**config.mk**
```make
export PLATFORM = sky130hd
export DESIGN_NAME = cbchain_dma
export DESIGN_NICKNAME = d
export VERILOG_FILES = /design/src/rtl/cbchain_pkg.sv /design/src/rtl/cbchain_req_sel.sv /design/src/rtl/cbchain_regif.sv /design/src/rtl/cbchain_engine.sv /design/src/rtl/cbchain_dma.sv
export SDC_FILE = /design/constraint.sdc
export NUM_CORES = 1
export LEC_CHECK = 0
export ABC_CLOCK_PERIOD_IN_PS = 5900
export CORE_UTILIZATION = 40
export DETAILED_ROUTE_END_ITERATION = 7
export SLEW_MARGIN = 20
export SYNTH_ARGS = -nofsm -noshare
export SYNTH_HDL_FRONTEND = slang
export SYNTH_HIERARCHICAL = 1
export SYNTH_SLANG_ARGS = --single-unit
```
**constraint.sdc**
```tcl
create_clock -name clk -period 5.9 [get_ports clk]
set_clock_uncertainty 0.2 [all_clocks]
set_input_delay 1.475 -clock clk [delete_from_list [all_inputs] [get_ports clk]]
set_output_delay 1.475 -clock clk [all_outputs]
set_load 0.01 [all_outputs]
```
**src/rtl/cbchain_pkg.sv**
```systemverilog
package cbchain_pkg;

    localparam int unsigned DATA_W   = 32;
    localparam int unsigned WORD_CNT_W = 31;
    localparam logic [31:0] LITE_MAX_BYTES = 32'd65532;

    // register offsets
    localparam logic [7:0] OFS_CTRL  = 8'h00;
    localparam logic [7:0] OFS_CHAIN = 8'h04;
    localparam logic [7:0] OFS_FLAGS = 8'h08;
    localparam logic [7:0] OFS_SRC   = 8'h0C;
    localparam logic [7:0] OFS_DST   = 8'h10;
    localparam logic [7:0] OFS_LEFT  = 8'h14;
    localparam logic [7:0] OFS_LINK  = 8'h18;
    localparam logic [7:0] OFS_IDENT = 8'h20;

    // control/status bit positions
    localparam int unsigned CS_RUN   = 0;
    localparam int unsigned CS_END   = 1;
    localparam int unsigned CS_IRQ   = 2;
    localparam int unsigned CS_ABORT = 30;
    localparam int unsigned CS_RESET = 31;

    typedef enum logic [2:0] {
        ST_IDLE,
        ST_FETCH,
        ST_BEAT,
        ST_READ,
        ST_WWAIT,
        ST_WRITE,
        ST_CLOSE
    } eng_state_e;

    typedef struct packed {
        logic       irq_en;
        logic       dst_step;
        logic       dst_paced;
        logic       dst_drop;
        logic       src_step;
        logic       src_paced;
        logic       src_zero;
        logic [4:0] req_sel;
    } xfer_flags_t;

    function automatic xfer_flags_t decode_flags(input logic [31:0] w);
        xfer_flags_t f;
        f.irq_en    = w[0];
        f.dst_step  = w[4];
        f.dst_paced = w[6];
        f.dst_drop  = w[7];
        f.src_step  = w[8];
        f.src_paced = w[10];
        f.src_zero  = w[11];
        f.req_sel   = w[20:16];
        return f;
    endfunction

    function automatic logic [WORD_CNT_W-1:0] bytes_to_words(input logic [31:0] len,
                                                              input logic    lite);
        logic [32:0] b;
        b = {1'b0, len};
        if (lite && (len > LITE_MAX_BYTES))
            b = {1'b0, LITE_MAX_BYTES};
        b = b + 33'd3;
        return WORD_CNT_W'(b >> 2);
    endfunction

endpackage

```
**src/rtl/cbchain_req_sel.sv**
```systemverilog
module cbchain_req_sel #(
    parameter int unsigned NUM_REQ = 32,
    parameter int unsigned SEL_W   = 5
) (
    input  logic [NUM_REQ-1:0] req_in,
    input  logic [SEL_W-1:0]   sel,
    output logic               level
);
    logic [NUM_REQ-1:0] hit;

    generate
        for (genvar i = 0; i < NUM_REQ; i++) begin : g_line
            assign hit[i] = req_in[i] && (sel == SEL_W'(i));
        end
    endgenerate

    assign level = |hit;
endmodule

```
**src/rtl/cbchain_regif.sv**
```systemverilog
module cbchain_regif
    import cbchain_pkg::*;
#(
    parameter logic LITE = 1'b0
) (
    input  logic        reg_we,
    input  logic [7:0]  reg_addr,
    input  logic [31:0] reg_wdata,
    output logic [31:0] reg_rdata,
    // commands to the engine
    output logic        cmd_run_wr,
    output logic        cmd_run_val,
    output logic        cmd_clr_end,
    output logic        cmd_clr_irq,
    output logic        cmd_abort,
    output logic        cmd_reset,
    output logic        cmd_chain_wr,
    output logic [31:0] cmd_wdata,
    // engine state for readback
    input  logic        st_run,
    input  logic        st_end,
    input  logic        st_irq,
    input  logic        st_busy,
    input  logic        st_wr_wait,
    input  logic        st_req_lvl,
    input  logic [31:0] st_chain,
    input  logic [31:0] st_flags,
    input  logic [31:0] st_src,
    input  logic [31:0] st_dst,
    input  logic [31:0] st_left,
    input  logic [31:0] st_link
);
    logic ctrl_hit;
    logic paused;

    assign ctrl_hit     = reg_we && (reg_addr == OFS_CTRL);
    assign cmd_reset    = ctrl_hit && reg_wdata[CS_RESET];
    assign cmd_run_wr   = ctrl_hit && !reg_wdata[CS_RESET];
    assign cmd_run_val  = reg_wdata[CS_RUN];
    assign cmd_clr_end  = cmd_run_wr && reg_wdata[CS_END];
    assign cmd_clr_irq  = cmd_run_wr && reg_wdata[CS_IRQ];
    assign cmd_abort    = cmd_run_wr && reg_wdata[CS_ABORT];
    assign cmd_chain_wr = reg_we && (reg_addr == OFS_CHAIN);
    assign cmd_wdata    = reg_wdata;

    assign paused = !st_run || !st_busy;

    always_comb begin
        reg_rdata = '0;
        case (reg_addr)
            OFS_CTRL:  reg_rdata = {25'd0, st_wr_wait, 1'b0, paused, st_req_lvl,
                                    st_irq, st_end, st_run};
            OFS_CHAIN: reg_rdata = st_chain;
            OFS_FLAGS: reg_rdata = st_flags;
            OFS_SRC:   reg_rdata = st_src;
            OFS_DST:   reg_rdata = st_dst;
            OFS_LEFT:  reg_rdata = st_left;
            OFS_LINK:  reg_rdata = st_link;
            OFS_IDENT: reg_rdata = {3'd0, LITE, 28'd0};
            default:   reg_rdata = '0;
        endcase
    end
endmodule

```
**src/rtl/cbchain_engine.sv**
```systemverilog
module cbchain_engine
    import cbchain_pkg::*;
#(
    parameter logic LITE = 1'b0
) (
    input  logic        clk,
    input  logic        rst,
    input  logic        cmd_run_wr,
    input  logic        cmd_run_val,
    input  logic        cmd_clr_end,
    input  logic        cmd_clr_irq,
    input  logic        cmd_abort,
    input  logic        cmd_reset,
    input  logic        cmd_chain_wr,
    input  logic [31:0] cmd_wdata,
    input  logic        req_lvl,
    output logic [4:0]  req_sel,
    output logic        run_o,
    output logic        end_o,
    output logic        irq_o,
    output logic        busy_o,
    output logic        wr_wait_o,
    output logic [31:0] chain_o,
    output logic [31:0] flags_o,
    output logic [31:0] src_o,
    output logic [31:0] dst_o,
    output logic [31:0] left_o,
    output logic [31:0] link_o,
    output logic        mem_req,
    output logic        mem_we,
    output logic [31:0] mem_addr,
    output logic [31:0] mem_wdata,
    input  logic        mem_ack,
    input  logic [31:0] mem_rdata
);
    localparam logic [2:0] LAST_IDX = 3'd5;

    eng_state_e            state_q;
    logic [2:0]            idx_q;
    logic                  run_q, end_q, irq_q, abort_q;
    logic [31:0]           chain_q, flags_q, src_q, dst_q, link_q, data_q;
    logic [WORD_CNT_W-1:0] words_q;
    xfer_flags_t           fl;

    assign fl = decode_flags(flags_q);

    always_ff @(posedge clk) begin
        if (rst || cmd_reset) begin
            state_q <= ST_IDLE;
            idx_q   <= '0;
            run_q   <= 1'b0;
            end_q   <= 1'b0;
            irq_q   <= 1'b0;
            abort_q <= 1'b0;
            chain_q <= '0;
            flags_q <= '0;
            src_q   <= '0;
            dst_q   <= '0;
            link_q  <= '0;
            data_q  <= '0;
            words_q <= '0;
        end else begin
            if (cmd_run_wr)  run_q <= cmd_run_val;
            if (cmd_clr_end) end_q <= 1'b0;
            if (cmd_clr_irq) irq_q <= 1'b0;
            if (cmd_abort && (state_q != ST_IDLE)) abort_q <= 1'b1;

            case (state_q)
                ST_IDLE: begin
                    abort_q <= 1'b0;
                    if (cmd_chain_wr)
                        chain_q <= cmd_wdata & ~32'h1F;
                    if (run_q) begin
                        if (chain_q != '0) begin
                            state_q <= ST_FETCH;
                            idx_q   <= '0;
                        end else begin
                            run_q <= 1'b0;
                        end
                    end
                end
                ST_FETCH: begin
                    if (mem_ack) begin
                        case (idx_q)
                            3'd0: flags_q <= mem_rdata;
                            3'd1: src_q   <= mem_rdata;
                            3'd2: dst_q   <= mem_rdata;
                            3'd3: words_q <= bytes_to_words(mem_rdata, LITE);
                            3'd5: link_q  <= mem_rdata & ~32'h1F;
                            default: ;
                        endcase
                        if (idx_q == LAST_IDX)
                            state_q <= ST_BEAT;
                        else
                            idx_q <= idx_q + 3'd1;
                    end
                end
                ST_BEAT: begin
                    if (abort_q || (words_q == '0)) begin
                        state_q <= ST_CLOSE;
                    end else if (run_q) begin
                        if (fl.src_zero) begin
                            data_q  <= '0;
                            state_q <= ST_WWAIT;
                        end else if (!fl.src_paced || req_lvl) begin
                            state_q <= ST_READ;
                        end
                    end
                end
                ST_READ: begin
                    if (mem_ack) begin
                        data_q  <= mem_rdata;
                        state_q <= ST_WWAIT;
                    end
                end
                ST_WWAIT: begin
                    if (abort_q) begin
                        state_q <= ST_CLOSE;
                    end else if (fl.dst_drop) begin
                        if (fl.src_step) src_q <= src_q + 32'd4;
                        if (fl.dst_step) dst_q <= dst_q + 32'd4;
                        words_q <= words_q - 1'b1;
                        state_q <= ST_BEAT;
                    end else if (run_q && (!fl.dst_paced || req_lvl)) begin
                        state_q <= ST_WRITE;
                    end
                end
                ST_WRITE: begin
                    if (mem_ack) begin
                        if (fl.src_step) src_q <= src_q + 32'd4;
                        if (fl.dst_step) dst_q <= dst_q + 32'd4;
                        words_q <= words_q - 1'b1;
                        state_q <= ST_BEAT;
                    end
                end
                ST_CLOSE: begin
                    if (!abort_q) begin
                        end_q <= 1'b1;
                        if (fl.irq_en) irq_q <= 1'b1;
                    end
                    abort_q <= 1'b0;
                    chain_q <= link_q;
                    idx_q   <= '0;
                    if (link_q == '0) begin
                        run_q   <= 1'b0;
                        state_q <= ST_IDLE;
                    end else begin
                        state_q <= ST_FETCH;
                    end
                end
                default: state_q <= ST_IDLE;
            endcase
        end
    end

    // memory master
    always_comb begin
        mem_req   = 1'b0;
        mem_we    = 1'b0;
        mem_addr  = '0;
        mem_wdata = '0;
        case (state_q)
            ST_FETCH: begin
                mem_req  = 1'b1;
                mem_addr = chain_q + {27'd0, idx_q, 2'b00};
            end
            ST_READ: begin
                mem_req  = 1'b1;
                mem_addr = src_q & ~32'h3;
            end
            ST_WRITE: begin
                mem_req   = 1'b1;
                mem_we    = 1'b1;
                mem_addr  = dst_q & ~32'h3;
                mem_wdata = data_q;
            end
            default: ;
        endcase
    end

    assign req_sel   = fl.req_sel;
    assign run_o     = run_q;
    assign end_o     = end_q;
    assign irq_o     = irq_q;
    assign busy_o    = (state_q != ST_IDLE);
    assign wr_wait_o = (state_q == ST_WRITE) && !run_q;
    assign chain_o   = chain_q;
    assign flags_o   = flags_q;
    assign src_o     = src_q;
    assign dst_o     = dst_q;
    assign left_o    = {words_q[29:0], 2'b00};
    assign link_o    = link_q;

    AST_REQ_HOLD: assert property (@(posedge clk) disable iff (rst || cmd_reset)
        (mem_req && !mem_ack) |=> (mem_req && $stable(mem_addr) && $stable(mem_we) && $stable(mem_wdata)))
        else $error("request dropped or changed before acknowledge");

    AST_IDLE_CHAIN_ZERO: assert property (@(posedge clk) disable iff (rst)
        (state_q == ST_IDLE && $past(state_q) != ST_IDLE) |-> (chain_q == '0))
        else $error("channel idle with nonzero chain pointer");

    AST_NO_DROPPED_WRITE: assert property (@(posedge clk) disable iff (rst)
        (mem_req && mem_we) |-> !fl.dst_drop)
        else $error("write issued for a block with writes suppressed");

    AST_NO_ZERO_READ: assert property (@(posedge clk) disable iff (rst)
        (mem_req && !mem_we && state_q != ST_FETCH) |-> !fl.src_zero)
        else $error("read issued for a block with zero source");

    AST_WRITE_PACED: assert property (@(posedge clk) disable iff (rst || cmd_reset)
        ($rose(mem_req) && mem_we && fl.dst_paced) |-> $past(req_lvl))
        else $error("paced write started while request line low");

    AST_IRQ_CAUSE: assert property (@(posedge clk) disable iff (rst)
        $rose(irq_q) |-> $past(state_q == ST_CLOSE && fl.irq_en && !abort_q))
        else $error("interrupt raised without an enabled block completion");
endmodule

```
**src/rtl/cbchain_dma.sv**
```systemverilog
module cbchain_dma
    import cbchain_pkg::*;
#(
    parameter logic        LITE    = 1'b0,
    parameter int unsigned NUM_REQ = 32
) (
    input  logic               clk,
    input  logic               rst,
    input  logic               reg_we,
    input  logic [7:0]         reg_addr,
    input  logic [31:0]        reg_wdata,
    output logic [31:0]        reg_rdata,
    input  logic [NUM_REQ-1:0] dreq,
    output logic               irq,
    output logic               mem_req,
    output logic               mem_we,
    output logic [31:0]        mem_addr,
    output logic [31:0]        mem_wdata,
    input  logic               mem_ack,
    input  logic [31:0]        mem_rdata
);
    localparam int unsigned SEL_W = 5;

    logic        c_run_wr, c_run_val, c_clr_end, c_clr_irq, c_abort, c_reset, c_chain_wr;
    logic [31:0] c_wdata;
    logic        s_run, s_end, s_irq, s_busy, s_wr_wait, req_lvl;
    logic [31:0] s_chain, s_flags, s_src, s_dst, s_left, s_link;
    logic [SEL_W-1:0] req_sel;

    cbchain_regif #(.LITE(LITE)) u_regif (
        .reg_we      (reg_we),
        .reg_addr    (reg_addr),
        .reg_wdata   (reg_wdata),
        .reg_rdata   (reg_rdata),
        .cmd_run_wr  (c_run_wr),
        .cmd_run_val (c_run_val),
        .cmd_clr_end (c_clr_end),
        .cmd_clr_irq (c_clr_irq),
        .cmd_abort   (c_abort),
        .cmd_reset   (c_reset),
        .cmd_chain_wr(c_chain_wr),
        .cmd_wdata   (c_wdata),
        .st_run      (s_run),
        .st_end      (s_end),
        .st_irq      (s_irq),
        .st_busy     (s_busy),
        .st_wr_wait  (s_wr_wait),
        .st_req_lvl  (req_lvl),
        .st_chain    (s_chain),
        .st_flags    (s_flags),
        .st_src      (s_src),
        .st_dst      (s_dst),
        .st_left     (s_left),
        .st_link     (s_link)
    );

    cbchain_engine #(.LITE(LITE)) u_engine (
        .clk         (clk),
        .rst         (rst),
        .cmd_run_wr  (c_run_wr),
        .cmd_run_val (c_run_val),
        .cmd_clr_end (c_clr_end),
        .cmd_clr_irq (c_clr_irq),
        .cmd_abort   (c_abort),
        .cmd_reset   (c_reset),
        .cmd_chain_wr(c_chain_wr),
        .cmd_wdata   (c_wdata),
        .req_lvl     (req_lvl),
        .req_sel     (req_sel),
        .run_o       (s_run),
        .end_o       (s_end),
        .irq_o       (s_irq),
        .busy_o      (s_busy),
        .wr_wait_o   (s_wr_wait),
        .chain_o     (s_chain),
        .flags_o     (s_flags),
        .src_o       (s_src),
        .dst_o       (s_dst),
        .left_o      (s_left),
        .link_o      (s_link),
        .mem_req     (mem_req),
        .mem_we      (mem_we),
        .mem_addr    (mem_addr),
        .mem_wdata   (mem_wdata),
        .mem_ack     (mem_ack),
        .mem_rdata   (mem_rdata)
    );

    cbchain_req_sel #(.NUM_REQ(NUM_REQ), .SEL_W(SEL_W)) u_req_sel (
        .req_in(dreq),
        .sel   (req_sel),
        .level (req_lvl)
    );

    assign irq = s_irq;

    AST_RESET_IDLE: assert property (@(posedge clk) disable iff (rst)
        (reg_we && reg_addr == OFS_CTRL && reg_wdata[CS_RESET]) |=> (!irq && !mem_req))
        else $error("channel still active after reset command");
endmodule

```
==> summary.log <==
INFO  timing         worstMarginPinSlew=1.17ns
INFO  drt            route.antenna.remaining_nets=0
INFO  timing         timing.final.setup_violations=0
INFO  placed_design  gp_routability_congestion=1.00
INFO  timing         crit_path_time_final=5.83ns
INFO  worst_setup_path worst_path_most_repeated_cell=sky130_fd_sc_hd__clkdlybuf4s50_1
INFO  grt            grt_max_degree=120
INFO  floorplanning  design.die.area=39500squm
INFO  worst_setup_path critical-path-top-delay-family=buffers and inverters
INFO  yosys          mappedNetlistArea=15500squm
INFO  worst_setup_path worstSetupEndpointType=primary output
INFO  clock_network  cts_tree=yes
INFO  layout         area.growth.synth_to_final=17.7%
INFO  drt            drt-vias-per-instance=6.31
INFO  layout         antennaDiodeCount=0
INFO  floorplanning  floorplan.die.width=199um
INFO  drt            wl_per_cell=26.3um
INFO  worst_setup_path cp_cell_sequence=clkdlybuf4s50_1 -> or4b_1 -> buf_12 -> nor3_4 -> a221o_1 -> clkdlybuf4s50_1
INFO  grt            wire_length_of_the_first_global_routing_pass=100mm
INFO  grt            number_of_antenna_violations_at_the_first_check_in_global_routing=0
INFO  grt            globalRoute.totalOverflow=0
INFO  drt            post-route-drc-count=0
INFO  worst_setup_path reg2reg_setup_slack=2.01ns
INFO  clock_network  clk-insertion-delay-late=0.56ns
INFO  floorplanning  die_height=199um
INFO  drt            drt_pre_antenna_iters=8
INFO  placed_design  place.detailed.hpwl=48.9mm
INFO  clock_network  cts_bufs_inserted=27
INFO  hold_path      hp-class=reg -> reg
INFO  grt            first_global_vias=15149
INFO  clock_network  numClockSinks=223
INFO  timing         finalHoldViolCount=0
INFO  layout         register_area=4470squm
INFO  layout         finalCoreUtilization=48.2%
INFO  layout         layout_commonest_cell=sky130_fd_sc_hd__nand2_1
INFO  timing         final_min_period_over_clock_period=98.8%
INFO  worst_setup_path timing.critical_path.fanout_max=9
INFO  drt            drt_iter0_drc=2165
INFO  clock_network  h-tree-depth=1
INFO  layout         nNetsFinal=2202
INFO  timing         finalSetupTns=0ns
INFO  yosys          synthesis.yosys.warnings=6
INFO  flow_run       max-cap-violations=0
INFO  timing         rsz0062_at_grt=false
INFO  pwr            power_density=188nW/um^2
INFO  clock_network  worst_setup_hold_path_clk_slew=0.06ns
INFO  layout         multi_input_comb_area=9590squm
INFO  worst_setup_path critical_path.max_stage_delay=0.71ns
INFO  timing         relSlewSlack=21.6%
INFO  layout         layout_common_cells=sky130_fd_sc_hd__nand2_1 (286), sky130_fd_sc_hd__dfxtp_1 (221), sky130_fd_sc_hd__clkdlybuf4s50_1 (201), sky130_fd_sc_hd__a21oi_1 (158), sky130_fd_sc_hd__nor2_1 (145)
INFO  worst_setup_path critical_path_arrival=4.15ns
INFO  floorplanning  pin_count=207
INFO  clock_network  clockRootBuffer=sky130_fd_sc_hd__clkbuf_16
INFO  worst_setup_path crit_path_start_kind=input port
INFO  floorplanning  starting_utilization_of_the_core_area=40.9%
INFO  drt            route.vias.total=16503
INFO  pwr            irDropWorstVdd=0.150mV
INFO  floorplanning  area_of_the_core_region=37800squm
INFO  worst_setup_path timing.critical_path.required=4.22ns
INFO  grt            track_usage=34.0%
INFO  layout         fillerInstances=3831
INFO  floorplanning  cell_rows=71
INFO  worst_setup_path critical-path-slowest-cell=sky130_fd_sc_hd__or4b_1
INFO  yosys          post_synth_inst_count=2026
INFO  clock_network  ctsLongestPathBuffers=3
INFO  worst_setup_path cp_num_buf_inv=3
INFO  run_status     run_status=finished, final reports clean
INFO  placed_design  place.port_buffers=202
INFO  yosys          syn-mean-instance-area=7.64squm
INFO  worst_setup_path worst-setup-path-type=in -> out
INFO  drt            detail_route.wirelength=68.8mm
INFO  layout         final_layout_size_suffix_gt1_share=10.8%
INFO  pwr            p_leak=6.28nW
INFO  timing         drv_slew=0
INFO  timing         maxClockFrequency=172MHz
-- worst paths after layout --
path	startpoint	endpoint	cells past startpoint
setup / recovery	reg_addr[5]	reg_rdata[15]	6
hold / removal	u_engine/flags_o[30]	u_engine/flags_o[30]	2
setup reg to reg	u_engine/state_q[1]	u_engine/dst_o[31]	6
hold reg to reg	u_engine/flags_o[30]	u_engine/flags_o[30]	2
-- metrics by stage --
step | setup WS (ns) | cell area (sq um) | cells | power, mW | hold slack, ns
2_1_floorplan | 1.41 | 15500 | 2039 | 1.68 | 0.233
3_3_place_gp | 0.0887 | 17400 | 2566 | 1.82 | 0.240
3_5_place_dp | 0.0517 | 17400 | 2566 | 1.82 | 0.249
4_1_cts | 0.0409 | 18200 | 2613 | 3.43 | 0.258
5_1_grt | 0.0317 | 18200 | 2614 | 3.50 | 0.282
6_report | 0.0706 | 18200 | 2614 | 3.42 | 0.257
-- worst register-to-register path, delay by kind of cell (launching register included) --
kind,cells,cell delay (ns)
buffers and inverters,2,1.20
flip-flops,1,0.97
AND/OR/NAND/NOR,4,1.45
-- layout make-up --
| type | count | share of cell area (%) |
|---|---|---|
| Tap cell | 511 | 3.51 |
| Multi-Input combinational cell | 1539 | 52.6 |
| Inverter | 19 | 0.391 |
| Clock buffer | 43 | 4.25 |
| Timing Repair Buffer | 275 | 14.5 |
| Sequential cell | 223 | 24.5 |
| Clock inverter | 4 | 0.268 |
-- registers in the layout, indices dropped and copies added, names as in the netlist --
register	flops
u_engine/data_q	32
u_engine/dst_o	32
u_engine/flags_o	32
u_engine/src_o	32
u_engine/words_q	31
u_engine/chain_o	27
u_engine/link_o	27
u_engine/idx_q	3
u_engine/state_q	3
u_engine/abort_q	1
u_engine/end_o	1
u_engine/irq_o	1
u_engine/run_o	1
-- timing repair --
action                     CTS  global route
gates resized for setup      0             0
setup endpoints to repair    0             4
buffers inserted             0             1
hold buffers                 0             0
-- where the power goes --
group / leakage, nW / switching (mW) / internal (mW)
registers: 1.80 / 0.000800 / 1.51
logic: 4.08 / 0.173 / 0.119
clock network: 0.402 / 0.686 / 0.935
total: 6.28 / 0.860 / 2.56
-- routing by layer --
layer	GRT usage (%)	share of wire [%]
met5	0	0
met4	15.8	5.2
met3	5.53	11
met2	51.5	43
met1	47.0	41
Note: power is estimated with default switching activity, not from simulation.
